**config.mk**
```make
export PLATFORM = sky130hd
export DESIGN_NAME = acc_core
export DESIGN_NICKNAME = d
export VERILOG_FILES = /design/src/rtl/acc_pkg.sv /design/src/rtl/acc_alu.sv /design/src/rtl/acc_cond.sv /design/src/rtl/acc_seq.sv /design/src/rtl/acc_core.sv
export SDC_FILE = /design/constraint.sdc
export NUM_CORES = 1
export LEC_CHECK = 0
export BUFFER_PORTS_ARGS = -buffer_cell sky130_fd_sc_hd__buf_4
export CAP_MARGIN = 20
export CORE_UTILIZATION = 32
export CTS_CLUSTER_DIAMETER = 150
export CTS_CLUSTER_SIZE = 8
export DETAILED_ROUTE_END_ITERATION = 12
export GPL_TIMING_DRIVEN = 0
export HOLD_SLACK_MARGIN = 0.12
export PLACE_DENSITY = 0.56
export SYNTH_ARGS = -nofsm -noshare
export SYNTH_HDL_FRONTEND = slang
export SYNTH_SLANG_ARGS = --single-unit
```
**constraint.sdc**
```tcl
create_clock -name clk -period 7.9 [get_ports clk]
set_clock_uncertainty 0.15 [all_clocks]
set_input_delay 0.79 -clock clk [delete_from_list [all_inputs] [get_ports clk]]
set_output_delay 0.79 -clock clk [all_outputs]
set_load 0.1 [all_outputs]
```
**src/rtl/acc_pkg.sv**
```systemverilog
package acc_pkg;

  localparam int OPC_W = 4;

  typedef enum logic [OPC_W-1:0] {
    OP_HLT = 4'd0,
    OP_ADD = 4'd1,
    OP_SUB = 4'd2,
    OP_STA = 4'd3,
    OP_LDA = 4'd5,
    OP_BRA = 4'd6,
    OP_BRZ = 4'd7,
    OP_BRP = 4'd8,
    OP_INP = 4'd9,
    OP_OUT = 4'd10
  } opcode_e;

  typedef enum logic [3:0] {
    ST_FMAR,  // address register <= PC
    ST_FINC,  // PC <= PC + 1
    ST_FRD,   // instruction read on the bus
    ST_FMDR,  // data register <= read word
    ST_FCIR,  // instruction register <= data register
    ST_DEC,   // decode / branch / operand address
    ST_DRD,   // operand read on the bus
    ST_DMDR,  // data register <= operand word
    ST_EXEC,  // accumulator update
    ST_DWR,   // accumulator written on the bus
    ST_INW,   // waiting for input word
    ST_OUTW,  // offering output word
    ST_HALT
  } seq_state_e;

endpackage

```
**src/rtl/acc_alu.sv**
```systemverilog
module acc_alu
  import acc_pkg::*;
#(
  parameter int W = 16
) (
  input  logic [OPC_W-1:0] op,
  input  logic [W-1:0]     acc,
  input  logic [W-1:0]     mem_word,
  output logic [W-1:0]     result
);

  always_comb begin
    case (op)
      OP_LDA:  result = mem_word;
      OP_ADD:  result = acc + mem_word;
      OP_SUB:  result = acc - mem_word;
      default: result = acc;
    endcase
  end

endmodule

```
**src/rtl/acc_cond.sv**
```systemverilog
module acc_cond
  import acc_pkg::*;
#(
  parameter int W = 16
) (
  input  logic [OPC_W-1:0] op,
  input  logic [W-1:0]     acc,
  output logic             take
);

  logic acc_zero;
  logic acc_nonneg;

  assign acc_zero   = (acc == '0);
  assign acc_nonneg = ~acc[W-1];

  always_comb begin
    case (op)
      OP_BRA:  take = 1'b1;
      OP_BRZ:  take = acc_zero;
      OP_BRP:  take = acc_nonneg;
      default: take = 1'b0;
    endcase
  end

endmodule

```
**src/rtl/acc_seq.sv**
```systemverilog
module acc_seq
  import acc_pkg::*;
(
  input  logic             clk,
  input  logic             rst,
  input  logic [OPC_W-1:0] opc,
  input  logic             take,
  input  logic             in_valid,
  input  logic             out_ready,
  output logic             ld_mar_pc,
  output logic             inc_pc,
  output logic             ld_mdr_mem,
  output logic             ld_cir,
  output logic             ld_mar_op,
  output logic             ld_mdr_acc,
  output logic             ld_pc_op,
  output logic             ld_acc_alu,
  output logic             ld_acc_in,
  output logic             bus_en,
  output logic             bus_we,
  output logic             in_ready,
  output logic             out_valid,
  output logic             halted
);

  seq_state_e state, state_n;

  always_comb begin
    state_n    = state;
    ld_mar_pc  = 1'b0;
    inc_pc     = 1'b0;
    ld_mdr_mem = 1'b0;
    ld_cir     = 1'b0;
    ld_mar_op  = 1'b0;
    ld_mdr_acc = 1'b0;
    ld_pc_op   = 1'b0;
    ld_acc_alu = 1'b0;
    ld_acc_in  = 1'b0;
    case (state)
      ST_FMAR: begin ld_mar_pc  = 1'b1; state_n = ST_FINC; end
      ST_FINC: begin inc_pc     = 1'b1; state_n = ST_FRD;  end
      ST_FRD:  state_n = ST_FMDR;
      ST_FMDR: begin ld_mdr_mem = 1'b1; state_n = ST_FCIR; end
      ST_FCIR: begin ld_cir     = 1'b1; state_n = ST_DEC;  end
      ST_DEC: begin
        case (opc)
          OP_LDA, OP_ADD, OP_SUB: begin
            ld_mar_op = 1'b1;
            state_n   = ST_DRD;
          end
          OP_STA: begin
            ld_mar_op  = 1'b1;
            ld_mdr_acc = 1'b1;
            state_n    = ST_DWR;
          end
          OP_BRA, OP_BRZ, OP_BRP: begin
            ld_pc_op = take;
            state_n  = ST_FMAR;
          end
          OP_INP:  state_n = ST_INW;
          OP_OUT:  state_n = ST_OUTW;
          default: state_n = ST_HALT;
        endcase
      end
      ST_DRD:  state_n = ST_DMDR;
      ST_DMDR: begin ld_mdr_mem = 1'b1; state_n = ST_EXEC; end
      ST_EXEC: begin ld_acc_alu = 1'b1; state_n = ST_FMAR; end
      ST_DWR:  state_n = ST_FMAR;
      ST_INW: begin
        if (in_valid) begin
          ld_acc_in = 1'b1;
          state_n   = ST_FMAR;
        end
      end
      ST_OUTW: if (out_ready) state_n = ST_FMAR;
      default: state_n = ST_HALT;
    endcase
  end

  // Outputs are registered from the next state so they align with state.
  always_ff @(posedge clk) begin
    if (rst) begin
      state     <= ST_FMAR;
      bus_en    <= 1'b0;
      bus_we    <= 1'b0;
      in_ready  <= 1'b0;
      out_valid <= 1'b0;
      halted    <= 1'b0;
    end else begin
      state     <= state_n;
      bus_en    <= (state_n == ST_FRD) || (state_n == ST_DRD) || (state_n == ST_DWR);
      bus_we    <= (state_n == ST_DWR);
      in_ready  <= (state_n == ST_INW);
      out_valid <= (state_n == ST_OUTW);
      halted    <= (state_n == ST_HALT);
    end
  end

  a_r1_reset_quiet: assert property (@(posedge clk)
    rst |=> (!bus_en && !bus_we && !in_ready && !out_valid && !halted));

  a_r3_write_is_access: assert property (@(posedge clk) disable iff (rst)
    bus_we |-> bus_en);

  a_r7_wait_for_input: assert property (@(posedge clk) disable iff (rst)
    (in_ready && !in_valid) |=> in_ready);

  a_r9_halt_sticky: assert property (@(posedge clk) disable iff (rst)
    halted |=> halted);

  a_r9_halt_silent: assert property (@(posedge clk) disable iff (rst)
    halted |-> (!bus_en && !in_ready && !out_valid));

endmodule

```
**src/rtl/acc_core.sv**
```systemverilog
module acc_core
  import acc_pkg::*;
#(
  parameter  int DATA_W = 16,
  localparam int ADDR_W = DATA_W - OPC_W
) (
  input  logic              clk,
  input  logic              rst,
  output logic              mem_en,
  output logic              mem_we,
  output logic [ADDR_W-1:0] mem_addr,
  output logic [DATA_W-1:0] mem_wdata,
  input  logic [DATA_W-1:0] mem_rdata,
  input  logic              in_valid,
  output logic              in_ready,
  input  logic [DATA_W-1:0] in_data,
  output logic              out_valid,
  input  logic              out_ready,
  output logic [DATA_W-1:0] out_data,
  output logic              halted
);

  logic [ADDR_W-1:0] pc;
  logic [ADDR_W-1:0] mar;
  logic [DATA_W-1:0] mdr;
  logic [DATA_W-1:0] cir;
  logic [DATA_W-1:0] acc;

  logic [OPC_W-1:0]  opc;
  logic [ADDR_W-1:0] operand;
  logic [DATA_W-1:0] alu_y;
  logic              take;

  logic ld_mar_pc, inc_pc, ld_mdr_mem, ld_cir, ld_mar_op;
  logic ld_mdr_acc, ld_pc_op, ld_acc_alu, ld_acc_in;

  assign opc     = cir[DATA_W-1 -: OPC_W];
  assign operand = cir[ADDR_W-1:0];

  acc_seq u_seq (
    .clk        (clk),
    .rst        (rst),
    .opc        (opc),
    .take       (take),
    .in_valid   (in_valid),
    .out_ready  (out_ready),
    .ld_mar_pc  (ld_mar_pc),
    .inc_pc     (inc_pc),
    .ld_mdr_mem (ld_mdr_mem),
    .ld_cir     (ld_cir),
    .ld_mar_op  (ld_mar_op),
    .ld_mdr_acc (ld_mdr_acc),
    .ld_pc_op   (ld_pc_op),
    .ld_acc_alu (ld_acc_alu),
    .ld_acc_in  (ld_acc_in),
    .bus_en     (mem_en),
    .bus_we     (mem_we),
    .in_ready   (in_ready),
    .out_valid  (out_valid),
    .halted     (halted)
  );

  acc_alu #(.W(DATA_W)) u_alu (
    .op       (opc),
    .acc      (acc),
    .mem_word (mdr),
    .result   (alu_y)
  );

  acc_cond #(.W(DATA_W)) u_cond (
    .op   (opc),
    .acc  (acc),
    .take (take)
  );

  always_ff @(posedge clk) begin
    if (rst) begin
      pc  <= '0;
      mar <= '0;
      mdr <= '0;
      cir <= '0;
      acc <= '0;
    end else begin
      if (ld_mar_pc)       mar <= pc;
      else if (ld_mar_op)  mar <= operand;
      if (inc_pc)          pc  <= pc + 1'b1;
      else if (ld_pc_op)   pc  <= operand;
      if (ld_mdr_mem)      mdr <= mem_rdata;
      else if (ld_mdr_acc) mdr <= acc;
      if (ld_cir)          cir <= mdr;
      if (ld_acc_alu)      acc <= alu_y;
      else if (ld_acc_in)  acc <= in_data;
    end
  end

  assign mem_addr  = mar;
  assign mem_wdata = mdr;
  assign out_data  = acc;

  a_r8_output_held: assert property (@(posedge clk) disable iff (rst)
    (out_valid && !out_ready) |=> (out_valid && $stable(out_data)));

  a_r5_write_data_is_acc: assert property (@(posedge clk) disable iff (rst)
    mem_we |-> (mem_wdata == acc));

endmodule

```
==> summary.txt <==
Worst hold path
  • Min-Delay Path Class: flop to flop
  • Origin of the worst min-delay path: mem_addr[7]$_SDFFE_PP0P_
  • Hold Path Depth: 2
  • Hold EP: mem_addr[7]$_SDFFE_PP0P_

Power
  • Peak VDD IR: 95.1 uV
  • Leakage: 2.51 nW
  • Power Density: 209 nW/um2

Routing
  • Post-route ant nets: 0
  • DR pass1 iterations: 5
  • Total Routed Length: 17.2 mm
  • Wire length per cell: 17.9 um
  • Via/cell ratio: 5.41
  • Vias: 5187
  • Iter 0 DRT Violations: 350
  • Post-route DRC: 0

Placed design
  • Final estimated routing congestion in global placement: 0.930
  • DP Area: 5990 um2
  • IO buf count: 84
  • DPL Wire Length: 13.1 mm

Setup path
  • Slowest stage cell, crit path: nor3_1
  • Crit-path max FO: 10
  • Critical path class: flop to flop
  • Worst EP arrival: 3.86 ns
  • Reg2reg start: cir[15]$_SDFFE_PP0P_
  • Startpoint types: flop
  • Reg2Reg Setup Slack: 4.15 ns
  • CP Capture Type: flop
  • Required @ worst endpoint: 8.01 ns
  • CP cell instances: buf_2, nor3_1, a21oi_1, xnor2_1, ha_1, a21o_1, a221o_1, a31oi_1, a31oi_1, xnor2_1, a311oi_1
  • CP max stage delay: 0.62 ns
  • Worst Reg-to-Reg Cells: 11
  • RR Endpoint: out_data[14]$_SDFFE_PP0P_

Synth
  • Largest family of logic cells by synthesized area: simple AND/OR/NAND/NOR gates
  • Top FF cell, synth: dfxtp_1
  • XOR/XNOR Fraction of Synth Area: 4.64%
  • Mean Syn Cell Area: 7.87 um2
  • Register area share after synthesis: 31.9%
  • Mapped Nets: 701
  • Number of synthesized flops with an enable pin: 0
  • Post-Syn Area: 5090 um2
  • Synth unique cells: 67
  • FF+latch count, synth: 81
  • Synth Area in Adders: 4.57%
  • Yosys Warn Count: 0
  • Post-synthesis simple-gate area fraction: 23.8%
  • Compound-cell area share of the yosys netlist: 23.3%
  • Multiplexer share of the synthesized area: 6.51%
  • Ys async rst share: 0%
  • Cells after synthesis: 647

Clocking
  • CTS Root Cell: clkbuf_16
  • Num CTS Buffers: 9
  • CTS tree: done
  • # hold bufs at CTS: 0
  • Bufs on Longest Clock Path: 2
  • # resized after CTS: 0
  • Clk_lat worst skew: 0.34 ns
  • Max H-tree Level: 3
  • CTS Sinks: 81
  • Post-CTS Setup Inserts: 0
  • Worst-path clk slew: 0.07 ns

Layout
  • Fin area: 6290 um2
  • N_diodes: 0
  • Fillers: 1548
  • Layout Nets: 796
  • Multi-input logic area: 3200 um2
  • FF+latch area: 1620 um2
  • Layout cells sized above 1: 18.6%
  • Area delta synth->final: 23.6%

GRT
  • Pin count of the biggest net entering global routing: 15
  • Global route hottest layer: met2
  • GR Overflow Total: 0
  • GR met2 Demand/Resource: 34.2%
  • Antenna violations before repair: 0
  • GR Util All Layers: 21.5%
  • Vias in the first global route: 5037
  • Grt met1 use: 28.9%
  • Met3 usage: 3.80%
  • First-pass GRT wire length: 27.0 mm

Floorplan
  • Top Ports: 85
  • Core Rows: 45
  • Initial Util: 33.1%
  • Core box area: 15400 um2
  • Die area: 16400 um2
  • Die Span Y: 128 um
  • DIE WIDTH: 128 um

STA
  • Fin. max-slew vios: 0
  • Max transition margin: 50.3%
  • RSZ-0062 raised after global routing: false
  • Period utilization: 47.5%
  • Setup TNS: 0 ns
  • Max Fclk: 267 MHz
  • Setup violations, final: 0
  • Final Critical Period: 3.75 ns
  • Final Hold Viols: 0
  • Worst Tran Pin Value: 0.736 ns

Status
  • Status: finished, final reports clean

Flow run
  • Max_cap viols: 0
## metrics by stage
| stage | utilization (%) | power [W] | instances | hold slack (ns) | worst slack, ns |
|---|---|---|---|---|---|
| CTS | 40.9 | 0.00132 | 958 | 0.338 | 4.20 |
| floorplan | - | 0.000782 | 647 | 0.295 | 4.36 |
| global placement | 38.9 | 0.000878 | 942 | 0.322 | 4.25 |
| finish | 40.9 | 0.00132 | 958 | 0.337 | 4.15 |
| global route | 40.9 | 0.00138 | 958 | 0.365 | 3.87 |
| detailed placement | 38.9 | 0.000880 | 942 | 0.329 | 4.18 |
## layout make-up
cell class	count	area share [%]
Timing Repair Buffer	84	10.0
Buffer	43	3.68
Tap cell	211	4.20
Sequential cell	81	25.8
Multi-Input combinational cell	513	50.9
Clock buffer	11	3.86
Clock inverter	5	0.994
Inverter	10	0.597
## per-layer routing
metal | vias to the layer above | part of all wire (%)
li1 | 2523 | -
met1 | 2439 | 47
met2 | 194 | 45
met3 | 31 | 5.6
met4 | 0 | 2.6
met5 | - | 0
## state kept, by name, summed over array words and instances (netlist names)
signal and flops:
cir 16, mem_wdata 16, out_data 16, mem_addr 12, pc 12, u_seq.state 4, u_seq.bus_en 1, u_seq.bus_we 1
u_seq.halted 1, u_seq.in_ready 1, u_seq.out_valid 1
## cell families (layout without fill, tap and decap cells)
logic type / after synthesis / count (layout)
AO/OA/AOI/OAI: 182 / 182
buffers and inverters: 53 / 153
multiplexers: 33 / 33
flip-flops: 81 / 81
AND/OR/NAND/NOR: 253 / 253
XOR/XNOR: 27 / 27
adder cells (fa/ha/maj): 18 / 18
## worst max-delay path by stage
stage | depth (start not counted) | slack [ns] | to | startpoint
after floorplan | 11 | 4.36 | out_data[14]$_SDFFE_PP0P_ | mem_wdata[0]$_SDFFE_PP0P_
after global placement | 11 | 4.25 | out_data[14]$_SDFFE_PP0P_ | cir[15]$_SDFFE_PP0P_
after detailed placement | 11 | 4.18 | out_data[14]$_SDFFE_PP0P_ | cir[15]$_SDFFE_PP0P_
after CTS | 11 | 4.20 | out_data[14]$_SDFFE_PP0P_ | cir[15]$_SDFFE_PP0P_
after global routing | 11 | 3.87 | out_data[14]$_SDFFE_PP0P_ | cir[15]$_SDFFE_PP0P_
final | 11 | 4.15 | out_data[14]$_SDFFE_PP0P_ | cir[15]$_SDFFE_PP0P_
## worst max-delay path, delay by kind of cell, from the launching register on
| kind | cells | cell delay [ns] |
|---|---|---|
| compound gates | 6 | 1.64 |
| xor+xnor | 2 | 0.33 |
| fa+ha+maj | 1 | 0.36 |
| buf+inv | 1 | 0.20 |
| flops | 1 | 0.35 |
| simple gates | 1 | 0.62 |
## report_power, final
group	switching [W]	internal, W	total (W)	leakage [nW]
Combinational	0.000277	0.000163	0.000440	1.71
Clock	0.000179	0.000255	0.000435	0.142
Sequential	0.0000203	0.000421	0.000441	0.655
Total	0.000477	0.000839	0.00132	2.51
## cells in the final DEF (no fill, tap or decap), types with 9 or more instances in the layout
master     count
a211oi_1      21
a21oi_1       74
buf_2         14
buf_4         90
clkbuf_1      20
clkbuf_16      9
dfxtp_1       81
ha_1          17
inv_1         10
mux2i_1       32
nand2_1       82
nand3_1       11
nor2_1        81
nor3_1        11
o21ai_0       14
or3_1         10
xnor2_1       18
xor2_1         9
## Yosys cell counts, drive strengths merged (4+ instances only)
master	n	area, um2
a211oi	22	170
mux2i	32	320
a311oi	8	76.3
a31oi	6	37.5
dfxtp	81	1620
nand3	11	55.1
nand2	82	308
a2bb2oi	5	43.8
nor3	15	101
o211ai	9	72.6
nor2b	7	43.8
nor2	83	317
nand2b	6	37.5
inv	10	37.5
a21o	4	30.0
buf	24	160
and3	4	25.0
ha	17	213
clkbuf	19	71.3
nand4	5	31.3
a21oi	75	379
and2	10	62.6
nor4	7	50.1
or3	10	62.6
xnor2	18	158
xor2	9	78.8
o21ai	22	110
o31ai	5	37.5
nand3b	5	37.5
(Power assumes the default switching activity.)
